### src/rtl/sdsp_sched_pkg.sv
package sdsp_sched_pkg;

   localparam int SCHED_SLOTS  = 32;
   localparam int SCHED_VOICES = 8;
   localparam int SCHED_STAGES = 9;
   localparam int ECHO_FIRST   = 22;
   localparam int MISC_FIRST   = 27;

   // Tick on which voice v runs stage k; -1 when that stage is split.
   function automatic int stage_tick(input int v, input int k);
      int t;
      if (v == 0) begin
         case (k)
            1:       t = 17;
            2:       t = 21;
            3:       t = -1;
            4:       t = 31;
            default: t = k - 5;
         endcase
      end else if (k == 1) begin
         t = (v == 1) ? 20 : ((3 * v - 7 + SCHED_SLOTS) % SCHED_SLOTS);
      end else begin
         t = (3 * v + k - 5 + SCHED_SLOTS) % SCHED_SLOTS;
      end
      return t;
   endfunction

   // Tick of part p of voice 0's split stage.
   function automatic int split_tick(input int p);
      int t;
      case (p)
         0:       t = 22;
         1:       t = 25;
         default: t = 30;
      endcase
      return t;
   endfunction

endpackage

### src/rtl/sdsp_tick_timer.sv
module sdsp_tick_timer #(
   parameter int TICK_CLKS = 24
) (
   input  logic clk,
   input  logic rst,
   input  logic ce,
   output logic tick_start
);

   if (TICK_CLKS < 1) begin : g_bad_len
      $error("TICK_CLKS must be at least 1");
   end

   if (TICK_CLKS == 1) begin : g_every
      assign tick_start = ce;
   end else begin : g_count
      localparam int PH_W = $clog2(TICK_CLKS);
      localparam logic [PH_W-1:0] PH_LAST = PH_W'(TICK_CLKS - 1);

      logic [PH_W-1:0] phase_q;

      always_ff @(posedge clk) begin
         if (rst) begin
            phase_q <= '0;
         end else if (ce) begin
            phase_q <= (phase_q == PH_LAST) ? '0 : phase_q + 1'b1;
         end
      end

      assign tick_start = ce && (phase_q == '0);


      phase_bound_chk: assert property (@(posedge clk) disable iff (rst)
         phase_q <= PH_LAST);


      phase_hold_chk: assert property (@(posedge clk) disable iff (rst)
         !ce |=> $stable(phase_q));
   end

endmodule

### src/rtl/sdsp_slot_counter.sv
module sdsp_slot_counter #(
   parameter int SLOTS  = 32,
   parameter int SLOT_W = $clog2(SLOTS)
) (
   input  logic              clk,
   input  logic              rst,
   input  logic              adv,
   output logic [SLOT_W-1:0] slot
);

   if (SLOTS < 2) begin : g_bad_slots
      $error("SLOTS must be at least 2");
   end

   localparam logic [SLOT_W-1:0] SLOT_LAST = SLOT_W'(SLOTS - 1);

   logic [SLOT_W-1:0] slot_q;

   always_ff @(posedge clk) begin
      if (rst) begin
         slot_q <= '0;
      end else if (adv) begin
         slot_q <= (slot_q == SLOT_LAST) ? '0 : slot_q + 1'b1;
      end
   end

   assign slot = slot_q;


   slot_wrap_chk: assert property (@(posedge clk) disable iff (rst)
      (adv && slot_q == SLOT_LAST) |=> (slot_q == '0));


   slot_hold_chk: assert property (@(posedge clk) disable iff (rst)
      !adv |=> $stable(slot_q));

endmodule

### src/rtl/sdsp_slot_decode.sv
module sdsp_slot_decode
   import sdsp_sched_pkg::*;
#(
   parameter int SLOTS       = 32,
   parameter int SLOT_W      = $clog2(SLOTS),
   parameter int NUM_VOICES  = 8,
   parameter int STAGES      = 9,
   parameter int SPLIT_PARTS = 3,
   parameter int ECHO_STEPS  = 9,
   parameter int MISC_STEPS  = 4,
   localparam int VS_W       = NUM_VOICES * STAGES
) (
   input  logic [SLOT_W-1:0]      slot_i,
   output logic [VS_W-1:0]        voice_o,
   output logic [SPLIT_PARTS-1:0] split_o,
   output logic [ECHO_STEPS-1:0]  echo_o,
   output logic [MISC_STEPS-1:0]  misc_o,
   output logic                   sample_o
);

   logic [31:0] slot_ext;
   assign slot_ext = 32'(slot_i);

   for (genvar v = 0; v < NUM_VOICES; v++) begin : g_voice
      for (genvar k = 0; k < STAGES; k++) begin : g_stage
         localparam int TK = stage_tick(v, k + 1);
         if (TK < 0) begin : g_split_slot
            assign voice_o[v*STAGES + k] = 1'b0;
         end else begin : g_plain_slot
            assign voice_o[v*STAGES + k] = (slot_ext == 32'(TK));
         end
      end
   end

   for (genvar p = 0; p < SPLIT_PARTS; p++) begin : g_part
      assign split_o[p] = (slot_ext == 32'(split_tick(p)));
   end

   for (genvar e = 0; e < ECHO_STEPS; e++) begin : g_echo
      assign echo_o[e] = (slot_ext == 32'(ECHO_FIRST + e));
   end

   for (genvar m = 0; m < MISC_STEPS; m++) begin : g_misc
      assign misc_o[m] = (slot_ext == 32'(MISC_FIRST + m));
   end

   assign sample_o = (slot_i == '0);

endmodule

### src/rtl/sdsp_slot_sequencer.sv
module sdsp_slot_sequencer
   import sdsp_sched_pkg::*;
#(
   parameter int TICK_CLKS   = 24,
   parameter int SLOTS       = 32,
   parameter int NUM_VOICES  = 8,
   parameter int STAGES      = 9,
   parameter int SPLIT_PARTS = 3,
   parameter int ECHO_STEPS  = 9,
   parameter int MISC_STEPS  = 4,
   localparam int SLOT_W     = $clog2(SLOTS),
   localparam int VS_W       = NUM_VOICES * STAGES
) (
   input  logic                   clk,
   input  logic                   rst,
   input  logic                   ce,
   output logic [VS_W-1:0]        voice_stage_o,
   output logic [SPLIT_PARTS-1:0] split_o,
   output logic [ECHO_STEPS-1:0]  echo_o,
   output logic [MISC_STEPS-1:0]  misc_o,
   output logic                   sample_o
);

   if (SLOTS != SCHED_SLOTS || NUM_VOICES != SCHED_VOICES ||
       STAGES != SCHED_STAGES) begin : g_bad_shape
      $error("schedule is fixed at 32 slots, 8 voices, 9 stages");
   end
   if (SPLIT_PARTS != 3 || ECHO_STEPS != 9 || MISC_STEPS != 4) begin : g_bad_tail
      $error("tail step counts do not match the schedule");
   end

   logic              tick_start;
   logic [SLOT_W-1:0] slot;

   logic [VS_W-1:0]        dec_voice;
   logic [SPLIT_PARTS-1:0] dec_split;
   logic [ECHO_STEPS-1:0]  dec_echo;
   logic [MISC_STEPS-1:0]  dec_misc;
   logic                   dec_sample;

   sdsp_tick_timer #(
      .TICK_CLKS (TICK_CLKS)
   ) u_timer (
      .clk        (clk),
      .rst        (rst),
      .ce         (ce),
      .tick_start (tick_start)
   );

   sdsp_slot_counter #(
      .SLOTS  (SLOTS),
      .SLOT_W (SLOT_W)
   ) u_slots (
      .clk  (clk),
      .rst  (rst),
      .adv  (tick_start),
      .slot (slot)
   );

   sdsp_slot_decode #(
      .SLOTS       (SLOTS),
      .SLOT_W      (SLOT_W),
      .NUM_VOICES  (NUM_VOICES),
      .STAGES      (STAGES),
      .SPLIT_PARTS (SPLIT_PARTS),
      .ECHO_STEPS  (ECHO_STEPS),
      .MISC_STEPS  (MISC_STEPS)
   ) u_decode (
      .slot_i   (slot),
      .voice_o  (dec_voice),
      .split_o  (dec_split),
      .echo_o   (dec_echo),
      .misc_o   (dec_misc),
      .sample_o (dec_sample)
   );

   always_ff @(posedge clk) begin
      if (rst || !tick_start) begin
         voice_stage_o <= '0;
         split_o       <= '0;
         echo_o        <= '0;
         misc_o        <= '0;
         sample_o      <= 1'b0;
      end else begin
         voice_stage_o <= dec_voice;
         split_o       <= dec_split;
         echo_o        <= dec_echo;
         misc_o        <= dec_misc;
         sample_o      <= dec_sample;
      end
   end


   idle_quiet_chk: assert property (@(posedge clk) disable iff (rst)
      !ce |=> (voice_stage_o == '0 && split_o == '0 && echo_o == '0 &&
               misc_o == '0 && !sample_o));


   sample_single_chk: assert property (@(posedge clk) disable iff (rst)
      sample_o |=> !sample_o);


   sample_v0s5_chk: assert property (@(posedge clk) disable iff (rst)
      sample_o |-> voice_stage_o[4]);


   split_onehot_chk: assert property (@(posedge clk) disable iff (rst)
      $onehot0(split_o) && !voice_stage_o[2]);


   misc_echo_chk: assert property (@(posedge clk) disable iff (rst)
      (misc_o != '0) |-> (echo_o[ECHO_STEPS-1 -: MISC_STEPS] == misc_o));


   echo26_alone_chk: assert property (@(posedge clk) disable iff (rst)
      echo_o[4] |-> (voice_stage_o == '0 && split_o == '0 && misc_o == '0));

endmodule

### config.mk
export PLATFORM = sky130hd
export DESIGN_NAME = sdsp_slot_sequencer
export DESIGN_NICKNAME = d
export VERILOG_FILES = /design/src/rtl/sdsp_sched_pkg.sv /design/src/rtl/sdsp_tick_timer.sv /design/src/rtl/sdsp_slot_counter.sv /design/src/rtl/sdsp_slot_decode.sv /design/src/rtl/sdsp_slot_sequencer.sv
export SDC_FILE = /design/constraint.sdc
export NUM_CORES = 1
export LEC_CHECK = 0
export BUFFER_PORTS_ARGS = -buffer_cell sky130_fd_sc_hd__clkbuf_2
export CAP_MARGIN = 5
export CELL_PAD_IN_SITES_DETAIL_PLACEMENT = 1
export CELL_PAD_IN_SITES_GLOBAL_PLACEMENT = 1
export CORE_ASPECT_RATIO = 0.8
export CORE_MARGIN = 2
export CORE_UTILIZATION = 30
export CTS_BUF_LIST = sky130_fd_sc_hd__clkbuf_4 sky130_fd_sc_hd__clkbuf_8
export CTS_CLUSTER_DIAMETER = 30
export DETAILED_ROUTE_END_ITERATION = 12
export PLACE_DENSITY = 0.85
export SLEW_MARGIN = 0
export SYNTH_ARGS = -nofsm -noshare
export SYNTH_HDL_FRONTEND = slang
export SYNTH_SLANG_ARGS = --single-unit
### constraint.sdc
create_clock -name clk -period 1.7 [get_ports clk]
set_input_delay 0.255 -clock clk [delete_from_list [all_inputs] [get_ports clk]]
set_output_delay 0.255 -clock clk [all_outputs]
set_load 0.02 [all_outputs]
======== After elaboration in Yosys (flattened, before gate mapping) ========
Index checks and enable logic that the tools add are counted.
operators by class
  mux-type cells .......................... 2
  equal/unequal tests ..................... 32
  reduce and logical (&&, ||, !) cells .... 6
  add/subtract/negate cells ............... 2
operator list
  cell                 number
  $eq 5x5->1 const B   17
  $eq 5x4->1 const B   8
  $logic_not 32->1     1
  $eq 5x3->1 const B   4
  $add 5x1->5 const B  2
  $eq 5x2->1 const B   2
  $logic_not 5->1      2
  $mux 5               2
  $eq 5x1->1 const B   1
  $logic_and 1x1->1    1
  $logic_not 1->1      1
  $logic_or 1x1->1     1
word-level totals
  output and inout bits ................... 89
  bits in registers ....................... 99
  input port bits ......................... 3
  logic and storage cells ................. 50

======== Depth between registers and ports, before layout ========
Gate-level depths: netlist (run 1).
  depth in word-level cells ............... 4
  gate-level depth with buffers ........... 7
  mapped depth without buffers ............ 6

======== Cells and area by module ========
From an unflattened synthesis (run 1), not the netlist that was laid out.
unflattened totals
  cell total of the unflattened synthesis .. 353
  area, all modules ....................... 3,833.7 um2
modules (own cells, without submodules)
  module               seq. area each (um2)  cells each  area an instance (um2)  times used
  sdsp_slot_sequencer  1,781.7               196         2,691.3                 1
  sdsp_slot_decode     0.0                   105         648.1                   1
  sdsp_tick_timer      100.1                 27          262.8                   1
  sdsp_slot_counter    100.1                 25          231.5                   1

======== Least setup slack after synthesis (run 1) ========
No wires, ideal clock.
  kind .................................... register -> register
  from .................................... register u_timer.g_count.phase_q[0]
  to ...................................... register echo_o[6]
  buffers on the path ..................... 2
  setup time .............................. 0.065 ns
  setup slack ............................. -0.044 ns
  clock period less this slack ............ 1.744 ns
  required time ........................... 1.635 ns
  cell stages (with the launch flop) ...... 8
  arrival time ............................ 1.679 ns
  path through ............................ dfxtp_1 -> inv_1 -> ha_1 -> or4b_1 -> buf_2 -> or4_1 -> buf_2 -> nor2_1
on the way
  longest elaborated chain between the ends .. 4
ends and longest elaborated chain
  what                      line                       RTL
  start: declaration        sdsp_tick_timer.sv:20      logic [PH_W-1:0] phase_q;
  start signal: assignment  sdsp_tick_timer.sv:26      phase_q <= (phase_q == PH_LAST) ? '0 : phase_q + 1'b1;
  $logic_not 5->1           sdsp_tick_timer.sv:30      assign tick_start = ce && (phase_q == '0);
  $logic_and 1x1->1         sdsp_tick_timer.sv:30
  $logic_not 1->1           sdsp_slot_sequencer.sv:78  if (rst || !tick_start) begin
  $logic_or 1x1->1          sdsp_slot_sequencer.sv:78
  end signal: assignment    sdsp_slot_sequencer.sv:87  echo_o <= dec_echo;
  end: declaration          sdsp_slot_sequencer.sv:19  output logic [ECHO_STEPS-1:0] echo_o,
Every way passes these cells.
A chain may end at the register's enable or synchronous reset.

======== Final worst setup path (run 1) ========
  from .................................... register u_timer.g_count.phase_q[1]
  to ...................................... register u_slots.slot_q[0], in the netlist u_slots.slot[0]
on the way
  longest elaborated chain between the ends .. 2
ends and longest elaborated chain
  what                    line                     RTL
  $logic_not 5->1         sdsp_tick_timer.sv:30
  $logic_and 1x1->1       sdsp_tick_timer.sv:30
  end signal: assignment  sdsp_slot_counter.sv:23  slot_q <= (slot_q == SLOT_LAST) ? '0 : slot_q + 1'b1;
  end: declaration        sdsp_slot_counter.sv:17  logic [SLOT_W-1:0] slot_q;
Every way passes these cells.

==> summary.md, run 1 <==
| Metric | Value |
|---|---|
| Layout cell share with drive strength beyond 1 | `49.8%` |
| Netlist cell types | `28` |
| Full die area | `0.00695 sq mm` |
| Vias in the first global route | `roughly 1,500` |
| Dpl ws | `-0.0579 ns` |
| Post-synth top area share | `between 40% and 50%` |
| Vias | `between 1,500 and 2,000` |
| H-tree depth | `2` |
| Area Growth Syn to Fin | `20.7%` |
| IO buf count | `90` |
| Status | `complete, but fails checks` |
| CP max FO | `4` |
| Clk Latency, worst-skew pair | `between 0.2 and 0.3 ns` |
| Final Skew | `between 0.004 and 0.005 ns` |
| # placed instances | `roughly 340` |
| Placed cell area | `around 0.0021 sq mm` |
| Post-DRT Antenna Nets | `0` |
| Number of synthesized flops with an enable pin | `0` |
| DR WL/cell | `between 10 and 15 um` |
| Avg Vias per Cell | `4.37` |
| Core Util, Final | `between 30% and 40%` |
| Clock sink count | `42` |
| Residual DRC | `0` |
| Syn Nets | `between 200 and 250` |
| Yosys top cell by area | `dfxtp_1` |
| TritonCTS clock tree | `built` |
| Layout Nets | `approximately 280` |
| Most used DFF post-synth | `dfxtp_1` |
| RSZ-0062 raised after global routing | `true` |
| CTS Buffer Depth | `2` |
| Die W | `a little over 90 um` |
| Worst Setup Path Type | `register to register` |
| Final Max Tran Viols | `0` |
| Row cnt | `25` |
| Failing checks | `setup timing` |
| Inserted Clock Buffers | `5` |
| Initial DRC Count | `between 40 and 50` |
| Critical path startpoint category | `register` |
| Peak supply drop | `0.000250 V` |
| Initial antenna violation count | `0` |
| Final Non-Filler Cells | `between 300 and 400` |
| Initial Util | `between 30% and 40%` |
| Post-layout minimum cycle time | `approximately 1.7 ns` |
| Finished Cell Area | `0.00228 sq mm` |
| Post-synthesis sequential area ratio | `between 40% and 50%` |
| Dpl hpwl | `approximately 3.6 mm` |
| Final WL | `~4.8 mm` |
| Total negative slack | `-0.0393 ns` |
| Chip Height | `approximately 75 um` |
| FF+latch count, synth | `between 40 and 50` |
| First-pass GRT wire length | `7.07 mm` |
| Commonest cells post-synth | `buf_4, dfxtp_1, nor2_1` |
| Max Clk Rate | `approximately 570 MHz` |
| Fin Hold WS | `around 0.31 ns` |
| Core footprint | `between 0.006 and 0.007 sq mm` |
| Top post-synthesis cells by area | `dfxtp_1, buf_4, nor2_1` |
| Setup WS post-layout | `-0.0393 ns` |
| CP endpoint kind | `register` |
| Total power | `around 1.9 mW` |
| Synth warnings | `0` |
| I/O pin cnt | `92` |
| N_diodes | `0` |
| Final hold violations | `0` |
| Worst min-delay path class | `input pin to register` |
| Fillcell total | `751` |
| R2r setup slk | `-0.04 ns` |
| Grt ovf | `0` |
| WP data required | `between 1.5 and 2 ns` |
| Post-Syn Area | `~0.0019 sq mm` |
| Syn Area/Cell | `approximately 9.0 sq um` |
| Power per Cell Area | `approximately 840 mW/mm^2` |
| Max-cap check violation count | `0` |
| Clock root buffer | `clkbuf_8` |
| Routability Congestion | `0.830` |
| Largest net degree at the start of global routing | `14` |
| Cell count after synthesis | `approximately 210` |
| Arr. time, crit path | `1.97 ns` |
| Drt pass-1 iters | `4` |
| Lkg Pwr | `approximately 1.1 nW` |
| Count leader, synth | `buf_4` |
| Final setup fails | `1` |
| Final period utilization | `102%` |
| GRT Overall Usage | `a little over an eighth` |
| Clock slew at reported path FFs | `0.08 ns` |
| Post-synth ARST share | `0%` |
timing repair:
action	CTS	global route
pin swaps	1	5
resized for setup	5	10
buffers inserted	0	3
hold buffers	0	0
setup endpoints to repair	7	16
cell type report:
type,instances,area (sq um),share of cell area [%]
clock buffer,6,82.6,3.62
clock inverter,2,12.5,0.549
inverter,8,30.0,1.32
multi-input combinational,98,612,26.9
sequential,42,843,37.0
tap,81,101,4.45
timing repair buffer,109,597,26.2
registers in the layout, summed over array words and instances, names as in the netlist:
signal and count:
voice_stage_o 26, echo_o 4, u_timer.g_count.phase_q 5, split_o 2, u_slots.slot 5
logic make-up (layout without fill, tap and decap cells):
family	count (synthesis)	in the layout	share of synthesized area, %
buf+inv	69	125	25.2
other cells	1	1	0.199
flops	42	42	44.5
mux	1	1	0.530
simple gates	70	70	17.6
compound gates	14	14	4.57
fa+ha+maj	9	9	5.96
xor+xnor	3	3	1.39
routing by layer:
layer / part of all wire [%] / wire length, um / vias to the layer above / global-route usage [%]
li1: - / - / 722 / -
met1: 42 / 2030 / 717 / 15.5
met2: 51 / 2470 / 65 / 24.2
met3: 6.2 / 301 / 7 / 3.80
met4: 1.0 / 50 / 0 / 5.23
met5: 0 / 0 / - / 0
layout by cell type (no fill, tap or decap), drive strengths merged, types with 2 or more instances in the layout:
cell and n:
a21oi 6, and3 2, buf 19, clkbuf 96
dfxtp 42, ha 9, inv 8, nand2 13
nand4 5, nor2 37, nor2b 3, nor3b 2
o21ai 2, o31ai 3, or4 3, xor2 2
report_power, final:
group	switching (mW)	total [mW]	internal (mW)
clock	0.348	0.674	0.326
sequential	0.0164	1.02	1.00
combinational	0.130	0.218	0.0873
critical path, stage by stage (launching register included):
cell     delay [ns]
dfxtp_2        0.33
inv_2          0.06
ha_4           0.12
or4b_4         0.47
buf_6          0.14
or4_4          0.41
a21oi_2        0.14
worst paths after layout:
kind                                                         startpoint                                       to  cells after the start
worst min register to register  u_timer.g_count.phase_q[1]$_SDFFE_PP0P_  u_timer.g_count.phase_q[1]$_SDFFE_PP0P_                      3
worst max register to register  u_timer.g_count.phase_q[1]$_SDFFE_PP0P_             u_slots.slot[0]$_SDFFE_PP0P_                      6
worst max-delay path            u_timer.g_count.phase_q[1]$_SDFFE_PP0P_             u_slots.slot[0]$_SDFFE_PP0P_                      6
worst min-delay path                                                rst             u_slots.slot[0]$_SDFFE_PP0P_                      2
(Power assumes the default switching activity.)
==> run 2, diff against run 1 <==
--- a/config.mk
+++ b/config.mk
@@ -16,7 +16,9 @@
 export CTS_CLUSTER_DIAMETER = 30
 export DETAILED_ROUTE_END_ITERATION = 12
 export PLACE_DENSITY = 0.85
+export SKIP_CTS_REPAIR_TIMING = 1
 export SLEW_MARGIN = 0
 export SYNTH_ARGS = -nofsm -noshare
 export SYNTH_HDL_FRONTEND = slang
 export SYNTH_SLANG_ARGS = --single-unit
+export TNS_END_PERCENT = 10
==> summary.md, run 2 (synthesis gave the netlist of run 1 again) <==
| Metric | Value |
|---|---|
| I/O pin cnt | `92 (unchanged)` |
| Final Skew | `0.00970 ns (+0.00534 ns)` |
| Lkg Pwr | `1.13 nW (+0.17%)` |
| Vias | `1,472 (-2.6%)` |
| Clock slew at reported path FFs | `0.08 ns (about the same)` |
| Residual DRC | `0 (unchanged)` |
| Worst path cell trace | `inv_1, ha_1, or4b_4, or4_4, nor2_1` |
| IO buf count | `90 (unchanged)` |
| Peak supply drop | `0.000366 V (+46%)` |
| Max reg flops | `26 (unchanged)` |
| Die W | `92.7 um (unchanged)` |
| N_diodes | `0 (unchanged)` |
| Worst path slowest cell | `or4b_4` |
| CP bufs+invs | `1 (-1)` |
| Inserted Clock Buffers | `5 (unchanged)` |
| Post-layout minimum cycle time | `1.72 ns (-0.0183 ns)` |
| Vias in the first global route | `1,322 (-9.2%)` |
| CP endpoint kind | `register` |
| Worst slew pin tran | `approximately 0.53 ns` |
| Full die area | `0.00695 sq mm (unchanged)` |
| # placed instances | `336 (+0.30%)` |
| DR WL/cell | `13.2 um (-5.4%)` |
| Critical path startpoint category | `register` |
| Setup WS post-layout | `-0.0210 ns (+0.0183 ns)` |
| Initial antenna violation count | `0 (unchanged)` |
| Area Growth Syn to Fin | `19.1%` |
| Power per Cell Area | `897 mW/mm^2 (+7.1%)` |
| Arr. time, crit path | `1.96 ns (about the same)` |
| Status | `complete, but fails checks` |
| CP max FO | `6 (+2)` |
| Post-DRT Antenna Nets | `0 (unchanged)` |
| Delay-heaviest family, CP | `simple AND/OR/NAND/NOR gates` |
| Clock root buffer | `clkbuf_8` |
| Failing checks | `setup timing` |
| Max Clk Rate | `581 MHz (+1.1%)` |
| Final hold violations | `0 (unchanged)` |
| Crit path from | `u_timer.g_count.phase_q[0]$_SDFFE_PP0P_` |
| Max stage delay on crit path | `0.50 ns (+0.03 ns)` |
| Clk Latency, worst-skew pair | `0.30 ns (about the same)` |
| GRT Overall Usage | `12.9% (-0.54 points)` |
| Dpl hpwl | `3.47 mm (-3.9%)` |
| Row cnt | `25 (unchanged)` |
| Layout cell share with drive strength beyond 1 | `45.2% (-4.6 points)` |
| Grt ovf | `0 (unchanged)` |
| Initial DRC Count | `36 (-14%)` |
| Chip Height | `75.0 um (unchanged)` |
| Clock sink count | `42 (unchanged)` |
| Total power | `2.02 mW (+5.6%)` |
| TritonCTS clock tree | `built` |
| Final period utilization | `101% (-1.1 points)` |
| Avg Vias per Cell | `4.28 (-2.0%)` |
| Initial Util | `31.4% (unchanged)` |
| Hold_sp | `rst` |
| Final Non-Filler Cells | `344 (-0.58%)` |
| Max-cap check violation count | `0 (unchanged)` |
| Core footprint | `0.00601 sq mm (unchanged)` |
| Final WL | `4.56 mm (-6.0%)` |
| Final setup fails | `1 (unchanged)` |
| Worst min-delay path class | `input pin to register` |
| Core Util, Final | `37.4% (-0.50 points)` |
| Worst Setup Path Type | `register to register` |
| Routability Congestion | `0.871 (+4.9%)` |
| Largest net degree at the start of global routing | `14 (unchanged)` |
| Critical R2R Launch | `u_timer.g_count.phase_q[0]$_SDFFE_PP0P_` |
| Commonest non-fill, non-tap cell in the layout | `clkbuf_2` |
| Highest-count cells in the layout ignoring fill and taps | `clkbuf_2, dfxtp_1, nor2_1` |
| Layout Nets | `274 (-0.72%)` |
| Drt pass-1 iters | `4 (unchanged)` |
| Fillcell total | `751 (unchanged)` |
| First-pass GRT wire length | `6.69 mm (-5.5%)` |
| RSZ-0062 raised after global routing | `true` |
| WP data required | `1.93 ns (about the same)` |
| Headroom to the max-slew limit | `between 60% and 70%` |
| CTS Buffer Depth | `2 (unchanged)` |
| Biggest register | `voice_stage_o` |
| Final Max Tran Viols | `0 (unchanged)` |
| H-tree depth | `2 (unchanged)` |
==> run 2: cell count changes in the layout (fill, tap and decap cells not counted), sizes merged <==
cell	change
clkbuf	+1
buf	-2
clkinvlp	-1
bufinv	+1
clkinv	-1
==> run 2: metal layers <==
| metal | vias up | routed length [um] | track usage (%) |
|---|---|---|---|
| met5 | - | 0 | 0 |
| met4 | 0 | 66 | 5.88 |
| met2 | 59 | 2250 | 22.4 |
| li1 | 722 | - | - |
| met1 | 686 | 1930 | 15.2 |
| met3 | 5 | 302 | 3.80 |
==> run 2: layout make-up <==
| cell class | count | area [sq um] | share of cell area, % |
|---|---|---|---|
| inverters | 8 | 30.0 | 1.34 |
| repair buffers | 107 | 578 | 25.7 |
| multi-input cells | 98 | 584 | 26.0 |
| clock inverters | 1 | 30.0 | 1.34 |
| flip-flops and latches | 42 | 841 | 37.4 |
| well taps | 81 | 101 | 4.51 |
| clock buffers | 7 | 83.8 | 3.73 |
==> run 2: stage by stage <==
step / TNS, ns / setup slack, ns / cell area (sq um) / hold WS [ns]
final: -0.0210 / -0.0210 / 2250 / 0.320
after global routing: -0.619 / -0.106 / 2250 / 0.325
after CTS: -0.956 / -0.181 / 2240 / 0.310
after detailed placement: -0.705 / -0.143 / 2120 / 0.601
after global placement: -0.159 / -0.0316 / 2120 / 0.589
after floorplan: -0.236 / -0.0441 / 1890 / 0.469
==> run 2: report_power, final <==
part | leakage (nW) | total [mW] | internal, mW | switching, mW
Clock | 0.0593 | 0.811 | 0.472 | 0.340
Sequential | 0.339 | 1.01 | 0.999 | 0.0143
Combinational | 0.727 | 0.191 | 0.0720 | 0.119
==> run 2: path summary, 6_finish.rpt <==
path	endpoint	slack (ns)	cells past startpoint
max	echo_o[6]$_SDFF_PP0_	-0.02	5
min	u_slots.slot[2]$_SDFFE_PP0P_	0.32	2
max reg2reg	echo_o[6]$_SDFF_PP0_	-0.02	5
min reg2reg	u_timer.g_count.phase_q[1]$_SDFFE_PP0P_	0.61	3
==> run 3, diff against run 2 <==
--- a/config.mk
+++ b/config.mk
@@ -15,6 +15,7 @@
 export CTS_BUF_LIST = sky130_fd_sc_hd__clkbuf_4 sky130_fd_sc_hd__clkbuf_8
 export CTS_CLUSTER_DIAMETER = 30
 export DETAILED_ROUTE_END_ITERATION = 12
+export GPL_TIMING_DRIVEN = 1
 export PLACE_DENSITY = 0.85
 export SKIP_CTS_REPAIR_TIMING = 1
 export SLEW_MARGIN = 0
==> constraint.sdc (replaced) <==
create_clock -name clk -period 1.57 [get_ports clk]
set_input_delay 0.2355 -clock clk [delete_from_list [all_inputs] [get_ports clk]]
set_output_delay 0.2355 -clock clk [all_outputs]
set_load 0.02 [all_outputs]
==> summary.md, run 3 (synthesis gave the netlist of run 1 again) <==
| Metric | Value |
|---|---|
| Row cnt | `25 (unchanged)` |
| Clock slew at reported path FFs | `0.08 ns (about the same)` |
| Initial antenna violation count | `0 (unchanged)` |
| Routability Congestion | `0.851 (-2.3%)` |
| Final Max Tran Viols | `0 (unchanged)` |
| RSZ-0062 raised after global routing | `true` |
| Max Clk Rate | `563 MHz (-3.2%)` |
| # placed instances | `338 (+0.60%)` |
| I/O pin cnt | `92 (unchanged)` |
| First-pass GRT wire length | `6.67 mm (-0.21%)` |
| Multi-input gate area | `624 sq um (+6.9%)` |
| Clock sink count | `42 (unchanged)` |
| Final hold violations | `0 (unchanged)` |
| Max-cap check violation count | `0 (unchanged)` |
| Biggest register | `voice_stage_o` |
| Core footprint | `0.00601 sq mm (unchanged)` |
| Peak supply drop | `0.000435 V (+19%)` |
| Full die area | `0.00695 sq mm (unchanged)` |
| Worst Setup Path Type | `register to register` |
| Layout cell share with drive strength beyond 1 | `49.4% (+4.2 points)` |
| Critical path startpoint category | `register` |
| Inserted Clock Buffers | `5 (unchanged)` |
| Worst min-delay path class | `input pin to register` |
| Worst path cell trace | `inv_2, ha_4, or4b_4, or4_4, nor2_2` |
| Vias in the first global route | `1,374 (+3.9%)` |
| Highest-count cells in the layout ignoring fill and taps | `clkbuf_2, dfxtp_1, nor2_1` |
| WP data required | `1.79 ns (-0.14 ns)` |
| Layout Nets | `276 (+0.73%)` |
| Grt ovf | `0 (unchanged)` |
| Dpl hpwl | `3.44 mm (-0.74%)` |
| Worst path slowest cell | `or4_4` |
| Setup WS post-layout | `-0.207 ns (-0.186 ns)` |
| Initial DRC Count | `33 (-8.3%)` |
| Post-DRT Antenna Nets | `0 (unchanged)` |
| Final setup fails | `9 (+8)` |
| Area Growth Syn to Fin | `21.1%` |
| Residual DRC | `0 (unchanged)` |
| Power per Cell Area | `891 mW/mm^2 (-0.66%)` |
| Drt pass-1 iters | `4 (unchanged)` |
| Avg Vias per Cell | `4.36 (+1.8%)` |
| Chip Height | `75.0 um (unchanged)` |
| CP endpoint kind | `register` |
| Largest net degree at the start of global routing | `14 (unchanged)` |
| Final WL | `4.49 mm (-1.5%)` |
| TritonCTS clock tree | `built` |
| Total power | `2.04 mW (+1.0%)` |
| IO buf count | `90 (unchanged)` |
| Final Non-Filler Cells | `346 (+0.58%)` |
| H-tree depth | `2 (unchanged)` |
| CTS Buffer Depth | `2 (unchanged)` |
| Vias | `1,507 (+2.4%)` |
| Fillcell total | `738 (-1.7%)` |
| CP bufs+invs | `1 (unchanged)` |
| Delay-heaviest family, CP | `simple AND/OR/NAND/NOR gates` |
| Total negative slack | `-1.27 ns (-1.24 ns)` |
| GRT Overall Usage | `12.4% (-0.54 points)` |
| Status | `complete, but fails checks` |
| Clock root buffer | `clkbuf_8` |
| Die W | `92.7 um (unchanged)` |
| Failing checks | `setup timing` |
| Initial Util | `31.4% (unchanged)` |
| N_diodes | `0 (unchanged)` |
| FF/Latch Area | `842 sq um (+0.15%)` |
| Commonest non-fill, non-tap cell in the layout | `clkbuf_2` |
| Lkg Pwr | `1.13 nW (about the same)` |
| Max reg flops | `26 (unchanged)` |
| Post-layout minimum cycle time | `1.78 ns (+0.0561 ns)` |
| Max stage delay on crit path | `0.57 ns (+0.07 ns)` |
| Arr. time, crit path | `2.00 ns (+0.04 ns)` |
| CP max FO | `6 (unchanged)` |
| Final period utilization | `113% (+12 points)` |
| Clk Latency, worst-skew pair | `0.29 ns (about the same)` |
| Final Skew | `0.0126 ns (+0.00285 ns)` |
| DR WL/cell | `13.0 um (-2.1%)` |
-- run 3: final timing paths --
check	from	endpoint	slack (ns)	cells after the start
worst min register to register	u_slots.slot[4]$_SDFFE_PP0P_	echo_o[5]$_SDFF_PP0_	0.60	2
worst max-delay path	u_timer.g_count.phase_q[1]$_SDFFE_PP0P_	echo_o[6]$_SDFF_PP0_	-0.21	5
worst max register to register	u_timer.g_count.phase_q[1]$_SDFFE_PP0P_	echo_o[6]$_SDFF_PP0_	-0.21	5
worst min-delay path	rst	u_timer.g_count.phase_q[1]$_SDFFE_PP0P_	0.28	2
-- run 3: cell type report --
class / count / share of cell area, %
Sequential cell: 42 / 36.8
Multi-Input combinational cell: 98 / 27.3
Timing Repair Buffer: 109 / 25.9
Tap cell: 81 / 4.43
Clock buffer: 7 / 3.94
Inverter: 8 / 1.31
Clock inverter: 1 / 0.219
-- run 3: report_power, final --
group | switching (mW) | internal [mW] | leakage [nW]
clock network | 0.347 | 0.372 | 0.0517
registers | 0.0152 | 1.08 | 0.340
logic | 0.135 | 0.0851 | 0.735
total | 0.496 | 1.54 | 1.13
-- run 3: through the flow --
step	hold slack (ns)	setup slack [ns]	instance area [sq um]	utilization [%]
2_1_floorplan	0.449	-0.174	1890	-
3_3_place_gp	0.545	-0.163	2140	35.6
3_5_place_dp	0.553	-0.268	2140	35.6
4_1_cts	0.282	-0.302	2230	37.2
5_1_grt	0.296	-0.281	2290	38.1
6_report	0.281	-0.207	2290	38.1
-- run 3: worst reg2reg max path: cells and delay by family (launching register included) --
kind | cells | cell delay, ns
simple gates | 3 | 1.18
buf+inv | 1 | 0.06
fa+ha+maj | 1 | 0.13
flops | 1 | 0.33
-- run 3: routing by layer --
layer | track usage, % | routed length [um]
met5 | 0 | 0
met4 | 2.94 | 19
met3 | 3.80 | 292
met2 | 22.1 | 2270
met1 | 15.0 | 1910
